[src/rtl/rstc_pkg.sv]
package rstc_pkg;
  typedef enum logic [1:0] {
    RSP_NONE  = 2'd0,
    RSP_ACK   = 2'd1,
    RSP_RETRY = 2'd2
  } rsp_e;

  localparam int MIN_SYNC = 2;
endpackage

[src/rtl/rstc_sync.sv]
module rstc_sync #(
  parameter int STAGES = 2
) (
  input  logic clk,
  input  logic arst_n,
  output logic hold
);
  logic [STAGES-1:0] chain;

  always_ff @(posedge clk or negedge arst_n) begin
    if (!arst_n) chain <= '0;
    else         chain <= (chain << 1) | STAGES'(1);
  end

  assign hold = ~chain[STAGES-1];
endmodule

[src/rtl/rstc_swbit.sv]
module rstc_swbit (
  input  logic clk,
  input  logic arst_n,
  input  logic hold,
  input  logic we,
  input  logic wdata,
  output logic sw_q,
  output logic flush
);
  logic prev_q;

  always_ff @(posedge clk or negedge arst_n) begin
    if (!arst_n) begin
      sw_q   <= 1'b0;
      prev_q <= 1'b0;
      flush  <= 1'b0;
    end else if (hold) begin
      sw_q   <= 1'b0;
      prev_q <= 1'b0;
      flush  <= 1'b0;
    end else begin
      if (we) sw_q <= wdata;
      prev_q <= sw_q;
      flush  <= sw_q & ~prev_q;
    end
  end
endmodule

[src/rtl/rstc_pins.sv]
module rstc_pins #(
  parameter int N_CTL  = 16,
  parameter int DATA_W = 32,
  parameter int GPIO_W = 4
) (
  input  logic              clk,
  input  logic              arst_n,
  input  logic              hold,
  output logic [N_CTL-1:0]  ctl_oe,
  output logic [DATA_W-1:0] data_low,
  output logic [GPIO_W-1:0] gpio_low
);
  logic in_rst_q;

  always_ff @(posedge clk or negedge arst_n) begin
    if (!arst_n) in_rst_q <= 1'b1;
    else         in_rst_q <= hold;
  end

  for (genvar i = 0; i < N_CTL; i++) begin : g_ctl
    assign ctl_oe[i] = ~in_rst_q;
  end
  for (genvar j = 0; j < DATA_W; j++) begin : g_data
    assign data_low[j] = in_rst_q;
  end
  for (genvar k = 0; k < GPIO_W; k++) begin : g_gpio
    assign gpio_low[k] = in_rst_q;
  end
endmodule

[src/rtl/rstc_acc.sv]
module rstc_acc
  import rstc_pkg::*;
(
  input  logic clk,
  input  logic arst_n,
  input  logic hold,
  input  logic sw_q,
  input  logic req,
  input  logic cfg,
  output logic ack,
  output logic retry
);
  rsp_e rsp_q, rsp_d;

  always_comb begin
    rsp_d = RSP_NONE;
    if (!hold && req) begin
      if (sw_q && !cfg) rsp_d = RSP_RETRY;
      else              rsp_d = RSP_ACK;
    end
  end

  always_ff @(posedge clk or negedge arst_n) begin
    if (!arst_n) rsp_q <= RSP_NONE;
    else         rsp_q <= rsp_d;
  end

  assign ack   = (rsp_q == RSP_ACK);
  assign retry = (rsp_q == RSP_RETRY);
endmodule

[src/rtl/bus_sw_reset_ctrl.sv]
module bus_sw_reset_ctrl #(
  parameter int SYNC_STAGES = 2,
  parameter int N_CTL       = 16,
  parameter int DATA_W      = 32,
  parameter int GPIO_W      = 4
) (
  input  logic              clk,
  input  logic              bus_rst_n,
  input  logic              host_we,
  input  logic              host_wdata,
  input  logic              acc_req,
  input  logic              acc_cfg,
  output logic              acc_ack,
  output logic              acc_retry,
  output logic              local_rst_n,
  output logic              led_n,
  output logic              regs_clear,
  output logic [N_CTL-1:0]  ctl_oe,
  output logic [DATA_W-1:0] data_low,
  output logic [GPIO_W-1:0] gpio_low,
  output logic              rdahead_flush
);
  localparam int STAGES = (SYNC_STAGES < rstc_pkg::MIN_SYNC) ? rstc_pkg::MIN_SYNC : SYNC_STAGES;

  logic bus_hold;
  logic sw_q;

  rstc_sync #(.STAGES(STAGES)) u_sync (
    .clk(clk), .arst_n(bus_rst_n), .hold(bus_hold)
  );

  rstc_swbit u_sw (
    .clk(clk), .arst_n(bus_rst_n), .hold(bus_hold),
    .we(host_we), .wdata(host_wdata), .sw_q(sw_q), .flush(rdahead_flush)
  );

  rstc_pins #(.N_CTL(N_CTL), .DATA_W(DATA_W), .GPIO_W(GPIO_W)) u_pins (
    .clk(clk), .arst_n(bus_rst_n), .hold(bus_hold),
    .ctl_oe(ctl_oe), .data_low(data_low), .gpio_low(gpio_low)
  );

  rstc_acc u_acc (
    .clk(clk), .arst_n(bus_rst_n), .hold(bus_hold), .sw_q(sw_q),
    .req(acc_req), .cfg(acc_cfg), .ack(acc_ack), .retry(acc_retry)
  );

  // Output flops: asserted asynchronously by the bus reset, released in step.
  always_ff @(posedge clk or negedge bus_rst_n) begin
    if (!bus_rst_n) begin
      local_rst_n <= 1'b0;
      led_n       <= 1'b0;
      regs_clear  <= 1'b1;
    end else begin
      local_rst_n <= ~(bus_hold | sw_q);
      led_n       <= ~bus_hold;
      regs_clear  <= bus_hold;
    end
  end
endmodule

[config.mk]
export PLATFORM = sky130hd
export DESIGN_NAME = bus_sw_reset_ctrl
export DESIGN_NICKNAME = d
export VERILOG_FILES = /design/src/rtl/rstc_pkg.sv /design/src/rtl/rstc_sync.sv /design/src/rtl/rstc_swbit.sv /design/src/rtl/rstc_pins.sv /design/src/rtl/rstc_acc.sv /design/src/rtl/bus_sw_reset_ctrl.sv
export SDC_FILE = /design/constraint.sdc
export NUM_CORES = 1
export LEC_CHECK = 0
export BUFFER_PORTS_ARGS = -buffer_cell sky130_fd_sc_hd__clkbuf_2
export CAP_MARGIN = 20
export CORE_UTILIZATION = 24
export DETAILED_ROUTE_END_ITERATION = 10
export GPL_ROUTABILITY_DRIVEN = 0
export HOLD_SLACK_MARGIN = 0.02
export PLACE_DENSITY = 0.66
export SYNTH_ARGS = -nofsm -noshare
export SYNTH_HDL_FRONTEND = slang
export SYNTH_HIERARCHICAL = 1
export SYNTH_SLANG_ARGS = --single-unit
[constraint.sdc]
create_clock -name clk -period 2.3 [get_ports clk]
set_input_delay 0.115 -clock clk [delete_from_list [all_inputs] [get_ports clk]]
set_output_delay 0.115 -clock clk [all_outputs]
set_load 0.05 [all_outputs]
==> results_dict.tcl, run 1 <==
set metrics [dict create \
    hold_buffers 1 \
    place_hpwl_um 774 \
    placed_cells 132 \
    layout_commonest_cell "clkbuf_2" \
    htreeDepth 1 \
    cts_buffers 3 \
    cap_violations 0 \
    crit_chain "inv_1 -> clkbuf_2" \
    crit_path_start_kind "flip-flop" \
    cp_data_required_time_ns 2.18 \
    finClkSkew_ns 0.00451 \
    peakVddDrop_v 0.000279 \
    synth_warnings 6 \
    syn_inst 76 \
    cp_num_buf_inv 2 \
    area_growth_pct 3.26 \
    yosys.cell_types.count 11 \
    hp-class "in2reg" \
    critical_path_class "reg2out" \
    dr_total_vias 440 \
    die_width_um 58.6 \
    cellLeakagePower_nw 0.480 \
    max_freq_mhz 540 \
    portBuffers 63 \
    grt.overflow.total 0 \
    viasPerCell 3.21 \
    layout_min_cycle_time_ns 1.85 \
    postCtsSetupBuffers 0 \
    dr.pass1.iters 2 \
    core_area_mm2 0.00305 \
    grt_usage_pct 5.01 \
    avgSynthCellArea_um2 10.1 \
    die_h_um 58.6 \
    reg2reg_slack_ns 1.40 \
    finalPower_mw 0.598 \
    nNetsFinal 100 \
    layout_common_cells "63 x clkbuf_2, 9 x dfrtp_1, 3 x inv_1, 3 x clkbuf_4, 3 x nor2b_4" \
    holdWs_ns 0.108 \
    initial_core_util_pct 25.2 \
    dp_slack_ns 0.699 \
    finalHoldViolations 0 \
    synth-seq-cells 11 \
    tns_ns 0 \
    antenna_found_initial 0 \
    placementRows 20 \
    cts_tree "yes" \
    drt_wl_total_um 926 \
    routedWlPerCell_um 6.76 \
    rsz0062_at_grt "no" \
    cp.arrival_ns 1.74 \
    grt_pass1_vias 306 \
    critical_path.top_delay_family "flip-flops" \
    power_density_mw_per_mm2 754 \
    grt_max_degree 38 \
    worstSkewPairLatency_ns 0.26 \
    drcViolationCount 0 \
    layout_setup_ws_ns 0.449 \
    status "completed" \
    maxSlewViolCount 0 \
    dieArea_mm2 0.00343 \
    cts.path.max_buffers 2 \
    ant_nets 0 \
    ys_seq_area_share_pct 36.2 \
    drt_iter0_drc 1 \
    syn-num-nets 82 \
    n_antenna_cell 0 \
    worst_path_max_delay_cell "dfstp_2" \
    drive_above_1_share_pct 78.5 \
    fin_cells 137 \
    syn_area_um2 768 \
    fin_crit_sh_pct 80.5 \
    clk_pin_slew_ns 0.07 \
    ios 64 \
    cp_max_fo 37 \
    clock-root-buffer "clkbuf_4" \
    critPathCaptureType "output pin" \
    grt_pass1_wl_mm 1.30 \
    cts.sinks 11 \
    postCtsResizedCells 0 \
    setup_violations 0 \
    cp_slowest_stage_delay_ns 0.84 \
]
[worst min-delay path, cell delays in order]
cell and delay (ns):
clkbuf_2 0.08, mux2i_1 0.06, nor2_1 0.08
[cells in the mapped netlist]
library cell,count,area [um^2]
and3b_1,1,8.76
buf_4,51,383
conb_1,1,3.75
dfrtp_1,9,225
dfstp_2,2,52.6
inv_1,3,11.3
mux2i_1,1,10.0
nor2_1,2,7.51
nor2b_1,2,12.5
nor2b_4,3,41.3
nor3b_2,1,12.5
[power by group]
group,leakage [nW],internal [mW],switching [mW],total [mW]
sequential,0.136,0.204,0.0106,0.215
clock,0.0177,0.0641,0.0576,0.122
combinational,0.327,0.0432,0.219,0.262
[sequential cells by signal (all words and copies together), names as in the netlist]
register,cells
led_n,1
local_rst_n,1
regs_clear,1
u_acc/rsp_q,2
u_pins/in_rst_q,1
u_sw/flush,1
u_sw/prev_q,1
u_sw/sw_q,1
u_sync/chain,2
[kinds of logic after synthesis]
| kind of cell | count (synthesis) | synth area share [%] |
|---|---|---|
| buf+inv | 54 | 51.3 |
| flops | 11 | 36.2 |
| mux | 1 | 1.30 |
| other cells | 1 | 0.488 |
| simple gates | 9 | 10.7 |
[final cells by class]
cell class	count	area, um^2
Clock buffer	3	22.5
Tap cell	44	55.1
Timing Repair Buffer	64	325
Sequential cell	11	278
Fill cell	341	2260
Inverter	3	11.3
Multi-Input combinational cell	11	96.3
Clock inverter	1	5.00
[metal layers]
layer / track usage, % / up-vias / share of wire (%)
met4: 3.06 / 0 / 0
met3: 0.659 / 0 / 13
met1: 5.18 / 181 / 38
met2: 9.52 / 49 / 49
met5: 0 / - / 0
li1: - / 210 / -
[stage by stage]
stage	cell area, um^2	util [%]
floorplan	768	-
global placement	756	24.8
detailed placement	756	24.8
CTS	793	26.0
global route	793	26.0
finish	793	26.0
[worst paths after layout]
kind / from / endpoint / depth (start not counted)
min reg2reg: u_sync/chain[0] / u_sync/chain[1] / 0
max reg2reg: u_sync/chain[1] / u_acc/rsp_q[1] / 2
max: u_pins/in_rst_q / ctl_oe[0] / 2
min: host_wdata / u_sw/sw_q / 3
min in group asynchronous: bus_rst_n / u_sync/chain[1] / 2
max in group asynchronous: bus_rst_n / regs_clear / 2
Note: power is estimated with default switching activity, not from simulation.
==> run 2, diff against run 1 <==
--- a/config.mk
+++ b/config.mk
@@ -5,13 +5,14 @@
 export SDC_FILE = /design/constraint.sdc
 export NUM_CORES = 1
 export LEC_CHECK = 0
+export ABC_AREA = 1
 export BUFFER_PORTS_ARGS = -buffer_cell sky130_fd_sc_hd__clkbuf_2
 export CAP_MARGIN = 20
 export CORE_UTILIZATION = 24
 export DETAILED_ROUTE_END_ITERATION = 10
 export GPL_ROUTABILITY_DRIVEN = 0
 export HOLD_SLACK_MARGIN = 0.02
-export PLACE_DENSITY = 0.66
+export PLACE_DENSITY = 0.67
 export SYNTH_ARGS = -nofsm -noshare
 export SYNTH_HDL_FRONTEND = slang
 export SYNTH_HIERARCHICAL = 1
==> constraint.sdc (replaced) <==
create_clock -name clk -period 1.75 [get_ports clk]
set_input_delay 0.0875 -clock clk [delete_from_list [all_inputs] [get_ports clk]]
set_output_delay 0.0875 -clock clk [all_outputs]
set_load 0.05 [all_outputs]
==> run 2 against run 1 <==
- worst hold slack got worse by 0.058 ns
- area after synthesis fell by 1.5%
- via count is 10% higher
- core utilization grew 0.091 points
- setup slack worse by 0.29 ns
- cell area shrank 0.47%
- sequential share of layout area grew 0.17 points
- die area fell by 1.4%
- clock power grew 39%
- combinational power is 33% higher
- first-iteration DRC count rose to 3.0 times the previous value
- critical path type unchanged
- highest routed layer is now met4
==> results_dict.tcl, run 2 <==
set metrics [dict create \
    n_antenna_cell 0 \
    postPlaceCellArea_um2 752 \
    use_met3_pct 2.01 \
    dr_total_vias 485 \
    tns_ns 0 \
    synth_flop_cell "dfrtp_1" \
    grt.met1_usage_pct 4.98 \
    p_int_mw 0.407 \
    initial_core_util_pct 25.0 \
    placementRows 20 \
    synth-edff-count 0 \
    layout_common_cells "63 x clkbuf_2, 10 x inv_1, 9 x dfrtp_1" \
    swShare_pct 48.9 \
    htreeDepth 1 \
    yosysMostFrequentCell "buf_4" \
    netlist.area_leader.share_pct 50.6 \
    die_h_um 58.2 \
    ys_seq_area_share_pct 36.7 \
    postCtsResizedCells 0 \
    avgSynthCellArea_um2 8.70 \
    area_growth_pct 4.30 \
    setup_violations 0 \
    cts_tree "yes" \
    peakVddDrop_v 0.000424 \
    drcViolationCount 0 \
    status "completed" \
    clock_power_share_pct 21.3 \
    power_density_mw_per_mm2 1010 \
    syn-num-nets 93 \
    dp_slack_ns 0.418 \
    cellLeakagePower_nw 0.498 \
    ios 64 \
    max_freq_mhz 628 \
    grt_max_degree 21 \
    synth_top_family_by_area "buffers and inverters" \
    layout_setup_ws_ns 0.157 \
    p_comb_share_pct 43.9 \
    synthMuxAreaShare_pct 0 \
    maxSlewViolCount 0 \
    viasPerCell 3.26 \
    synth-xor-area-share_pct 0 \
    yosys.cell_types.count 9 \
    layout_commonest_cell "clkbuf_2" \
    die_width_um 58.2 \
    cts_buffers 3 \
    worstSkewPairLatency_ns 0.27 \
    drt_wl_total_mm 1.13 \
    clk_pin_slew_ns 0.07 \
    crit_path_start_kind "flip-flop" \
    final_area_um2 790 \
    synth_warnings 6 \
    core_area_mm2 0.00303 \
    finalHoldViolations 0 \
    grt_usage_pct 7.02 \
    cp_max_fo 20 \
    cts.sinks 11 \
    routedWlPerCell_um 7.56 \
    synth-seq-cells 11 \
    dr.pass1.iters 3 \
    finClkSkew_ns 0.00385 \
    critPathCaptureType "output pin" \
    grt_pass1_vias 372 \
    synthArstFlopShare_pct 100 \
    critical_path_class "reg2out" \
    cts.path.max_buffers 2 \
    hp-class "in2reg" \
    cap_violations 0 \
    drive_above_1_share_pct 66.7 \
    grt_busiest_layer "met2" \
    holdWs_ns 0.0497 \
    reg_top3 "u_acc/rsp_q (2), u_sync/chain (2)" \
    seq_power_share_pct 34.8 \
    syn_inst 87 \
    dieArea_mm2 0.00338 \
    grtUsageMet2_pct 15.3 \
    synth_compound_area_share_pct 0 \
    synth_area_leaders "buf_4 51%, dfrtp_1 30%, dfstp_2 6.9%, inv_1 5.0%, nor2_1 4.0%" \
    ant_nets 0 \
    cp_data_required_time_ns 1.66 \
    cp.arrival_ns 1.51 \
    antenna_found_initial 0 \
    portBuffers 63 \
    netSwitchingPower_mw 0.389 \
    place_hpwl_um 917 \
    layout_min_cycle_time_ns 1.59 \
    synth_area_leader_cell "buf_4" \
    rsz0062_at_grt "no" \
    clock-root-buffer "clkbuf_4" \
    synthSimpleGateAreaFrac_pct 7.27 \
    grt.overflow.total 0 \
    fin_crit_sh_pct 91.0 \
    synth_fa_ha_area_share_pct 0 \
    nNetsFinal 112 \
    syn_area_um2 757 \
    ys_top_cells_by_count "51 x buf_4, 10 x inv_1, 9 x dfrtp_1" \
    grt_pass1_wl_mm 1.68 \
    drt_iter0_drc 3 \
]
-- run 2: cell types whose count changed after synthesis, moves of 2 or more --
cell,before,now
inv_1,3,10
nor2_1,2,8
nand2_1,0,4
nor2b_4,3,0
nor2b_1,2,0
-- run 2: metal layers --
metal / share of wire (%) / wire, um / up-vias
met3: 11 / 120 / 2
met5: 0 / 0 / -
met4: 1.3 / 15 / 0
met2: 57 / 643 / 48
li1: - / - / 235
met1: 31 / 347 / 200
-- run 2: area by class of cell --
cell class,instances,area (um^2)
Fill cell,336,2240
Timing Repair Buffer,65,333
Sequential cell,11,278
Multi-Input combinational cell,15,58.8
Tap cell,44,55.1
Inverter,10,37.5
Clock buffer,3,22.5
Clock inverter,1,5.00
-- run 2: worst max-delay path, cell delays in order (launching register included) --
cell	delay (ns)
dfstp_2	0.68
buf_4	0.26
clkbuf_2	0.30
-- run 2: repair_timing --
item	in CTS	in global routing
endpoints found under the hold margin	11	0
hold buffers	1	0
endpoints found under the setup margin	0	0
buffers inserted	0	0
-- run 2: worst paths after layout --
| path | end | start | slack [ns] | cells past startpoint |
|---|---|---|---|---|
| min reg2reg | u_sync/chain[1] | u_sync/chain[0] | 0.36 | 0 |
| max reg2reg | u_acc/rsp_q[0] | u_sync/chain[1] | 0.87 | 4 |
| max | data_low[10] | u_pins/in_rst_q | 0.16 | 2 |
| min in group asynchronous | u_sw/prev_q | bus_rst_n | 0.23 | 2 |
| min | u_acc/rsp_q[1] | acc_req | 0.05 | 3 |
| max in group asynchronous | u_pins/in_rst_q | bus_rst_n | 1.24 | 2 |
-- run 2: per-stage QoR --
stage	util, %	power, mW	cells
CTS	26.1	0.808	149
floorplan	-	0.638	87
detailed placement	24.8	0.632	144
global placement	24.8	0.630	144
finish	26.1	0.796	149
global route	26.1	0.836	149
-- run 2: power groups by stage --
stage / combinational, mW / clock, mW / sequential (mW)
2_1_floorplan: 0.335 / 0 / 0.303
3_3_place_gp: 0.348 / 0 / 0.282
3_5_place_dp: 0.350 / 0 / 0.282
4_1_cts: 0.352 / 0.178 / 0.278
5_1_grt: 0.366 / 0.191 / 0.280
6_report: 0.349 / 0.169 / 0.277
-- run 2: logic make-up (layout without fill, tap and decap cells) --
family / after synthesis / after routing
DFF: 11 / 11
other: 1 / 1
and+or+nand+nor: 14 / 14
buffers and inverters: 61 / 79
==> run 3, diff against run 2 <==
--- a/config.mk
+++ b/config.mk
@@ -6,9 +6,10 @@
 export NUM_CORES = 1
 export LEC_CHECK = 0
 export ABC_AREA = 1
-export BUFFER_PORTS_ARGS = -buffer_cell sky130_fd_sc_hd__clkbuf_2
+export BUFFER_PORTS_ARGS = -buffer_cell sky130_fd_sc_hd__buf_2
 export CAP_MARGIN = 20
 export CORE_UTILIZATION = 24
+export CTS_CLUSTER_SIZE = 28
 export DETAILED_ROUTE_END_ITERATION = 10
 export GPL_ROUTABILITY_DRIVEN = 0
 export HOLD_SLACK_MARGIN = 0.02
==> run 3 against run 2 <==
- total power barely moved
- worst hold slack worse by 0.0043 ns
- fmax grew 1.1%
- clock skew is 0.0026 ns lower
- largest power group unchanged
==> results_dict.tcl, run 3 (synthesized netlist as in run 2, its figures left out) <==
set metrics [dict create \
    status "completed" \
    tns_ns 0 \
    initial_core_util_pct 25.0 \
    drcViolationCount 0 \
    hp-class "in2reg" \
    reg2reg_slack_ns 0.90 \
    cellLeakagePower_nw 0.485 \
    drt_wl_total_mm 1.04 \
    layout_commonest_cell "buf_2" \
    max_freq_mhz 635 \
    core_area_mm2 0.00303 \
    portBuffers 63 \
    holdPathEnd "u_acc/rsp_q[1]" \
    grt.overflow.total 0 \
    cp_max_fo 25 \
    cts_buffers 3 \
    cap_violations 0 \
    grt_max_degree 26 \
    critical_path_class "reg2out" \
    finalPower_mw 0.796 \
    postCtsResizedCells 0 \
    r2r_end "u_acc/rsp_q[0]" \
    reg_top3 "u_acc/rsp_q (2), u_sync/chain (2)" \
    drt_iter0_drc 7 \
    power_density_mw_per_mm2 1010 \
    die_width_um 58.2 \
    grt_pass1_vias 323 \
    htreeDepth 1 \
    drive_above_1_share_pct 65.7 \
    ios 64 \
    clock-root-buffer "clkbuf_4" \
    layout_common_cells "63 x buf_2, 10 x inv_1, 9 x dfrtp_1" \
    placementRows 20 \
    min_path_cells 4 \
    n_antenna_cell 0 \
    cts.path.max_buffers 2 \
    worstSkewPairLatency_ns 0.27 \
    postCtsSetupBuffers 0 \
    rsz0062_at_grt "no" \
    die_h_um 58.2 \
    critPathCaptureType "output pin" \
    place_hpwl_um 827 \
    clk_pin_slew_ns 0.07 \
    viasPerCell 3.32 \
    finClkSkew_ns 0.00124 \
    fin_crit_sh_pct 90.0 \
    reg2reg_from "u_sync/chain[1]" \
    hold_buffers 1 \
    cp_data_required_time_ns 1.66 \
    cp.arrival_ns 1.49 \
    dieArea_mm2 0.00338 \
    layout_min_cycle_time_ns 1.58 \
    reg2reg_depth 4 \
    cts.sinks 11 \
    antenna_found_initial 0 \
    dr_total_vias 494 \
    crit_path_start_kind "flip-flop" \
    grt_pass1_wl_mm 1.41 \
    ant_nets 0 \
    routedWlPerCell_um 7.01 \
    area_growth_pct 4.13 \
    grt_usage_pct 5.89 \
    hp-start "acc_cfg" \
    nNetsFinal 112 \
    cts_tree "yes" \
    setup_violations 0 \
    dr.pass1.iters 6 \
    maxSlewViolCount 0 \
    finalHoldViolations 0 \
    peakVddDrop_v 0.000296 \
]
-- run 3: changes by cell type in the layout (fill, tap and decap cells not counted) --
cell      before  now
clkinv_2       1    0
clkbuf_1       0    1
buf_2          0   63
clkbuf_2      63    0
-- run 3: through the flow --
stage	std cells	worst slack (ns)	hold WS [ns]	util (%)	area (um^2)
4_1_cts	149	0.118	0.0317	26.0	788
3_5_place_dp	144	0.424	-0.0343	24.8	752
3_3_place_gp	144	0.475	-0.0376	24.8	752
6_report	149	0.174	0.0455	26.0	788
2_1_floorplan	87	0.0577	-0.208	-	757
5_1_grt	149	0.0171	0.0379	26.0	788
-- run 3: critical path, stage by stage (launching register included) --
cell and delay (ns):
dfstp_2 0.72, inv_1 0.23, buf_2 0.27
-- run 3: how the worst max path moves through the flow --
| stage | from | to | slack [ns] | cells after the start |
|---|---|---|---|---|
| after global placement | u_pins/in_rst_q | ctl_oe[7] | 0.47 | 2 |
| final | u_pins/in_rst_q | ctl_oe[0] | 0.17 | 2 |
| after floorplan | u_pins/in_rst_q | ctl_oe[10] | 0.06 | 2 |
| after global routing | u_pins/in_rst_q | ctl_oe[7] | 0.02 | 2 |
| after detailed placement | u_pins/in_rst_q | ctl_oe[0] | 0.42 | 2 |
| after CTS | u_pins/in_rst_q | ctl_oe[0] | 0.12 | 2 |
-- run 3: layout make-up --
| class | count | area (um^2) |
|---|---|---|
| inverters | 10 | 37.5 |
| multi-input cells | 15 | 58.8 |
| fillers | 330 | 2240 |
| repair buffers | 65 | 333 |
| well taps | 44 | 55.1 |
| flip-flops and latches | 11 | 278 |
| clock buffers | 4 | 26.3 |
-- run 3: report_power, final --
part           switching, mW  internal, mW  leakage (nW)
logic                  0.291        0.0561         0.334
clock network         0.0824        0.0883        0.0150
registers            0.00995         0.268         0.136
-- run 3: layer usage --
metal / wire length [um] / track usage, % / up-vias
met5: 0 / 0 / -
met4: 0 / 5.10 / 0
met3: 137 / 2.01 / 0
met2: 542 / 10.5 / 48
met1: 364 / 5.23 / 209
li1: - / - / 237
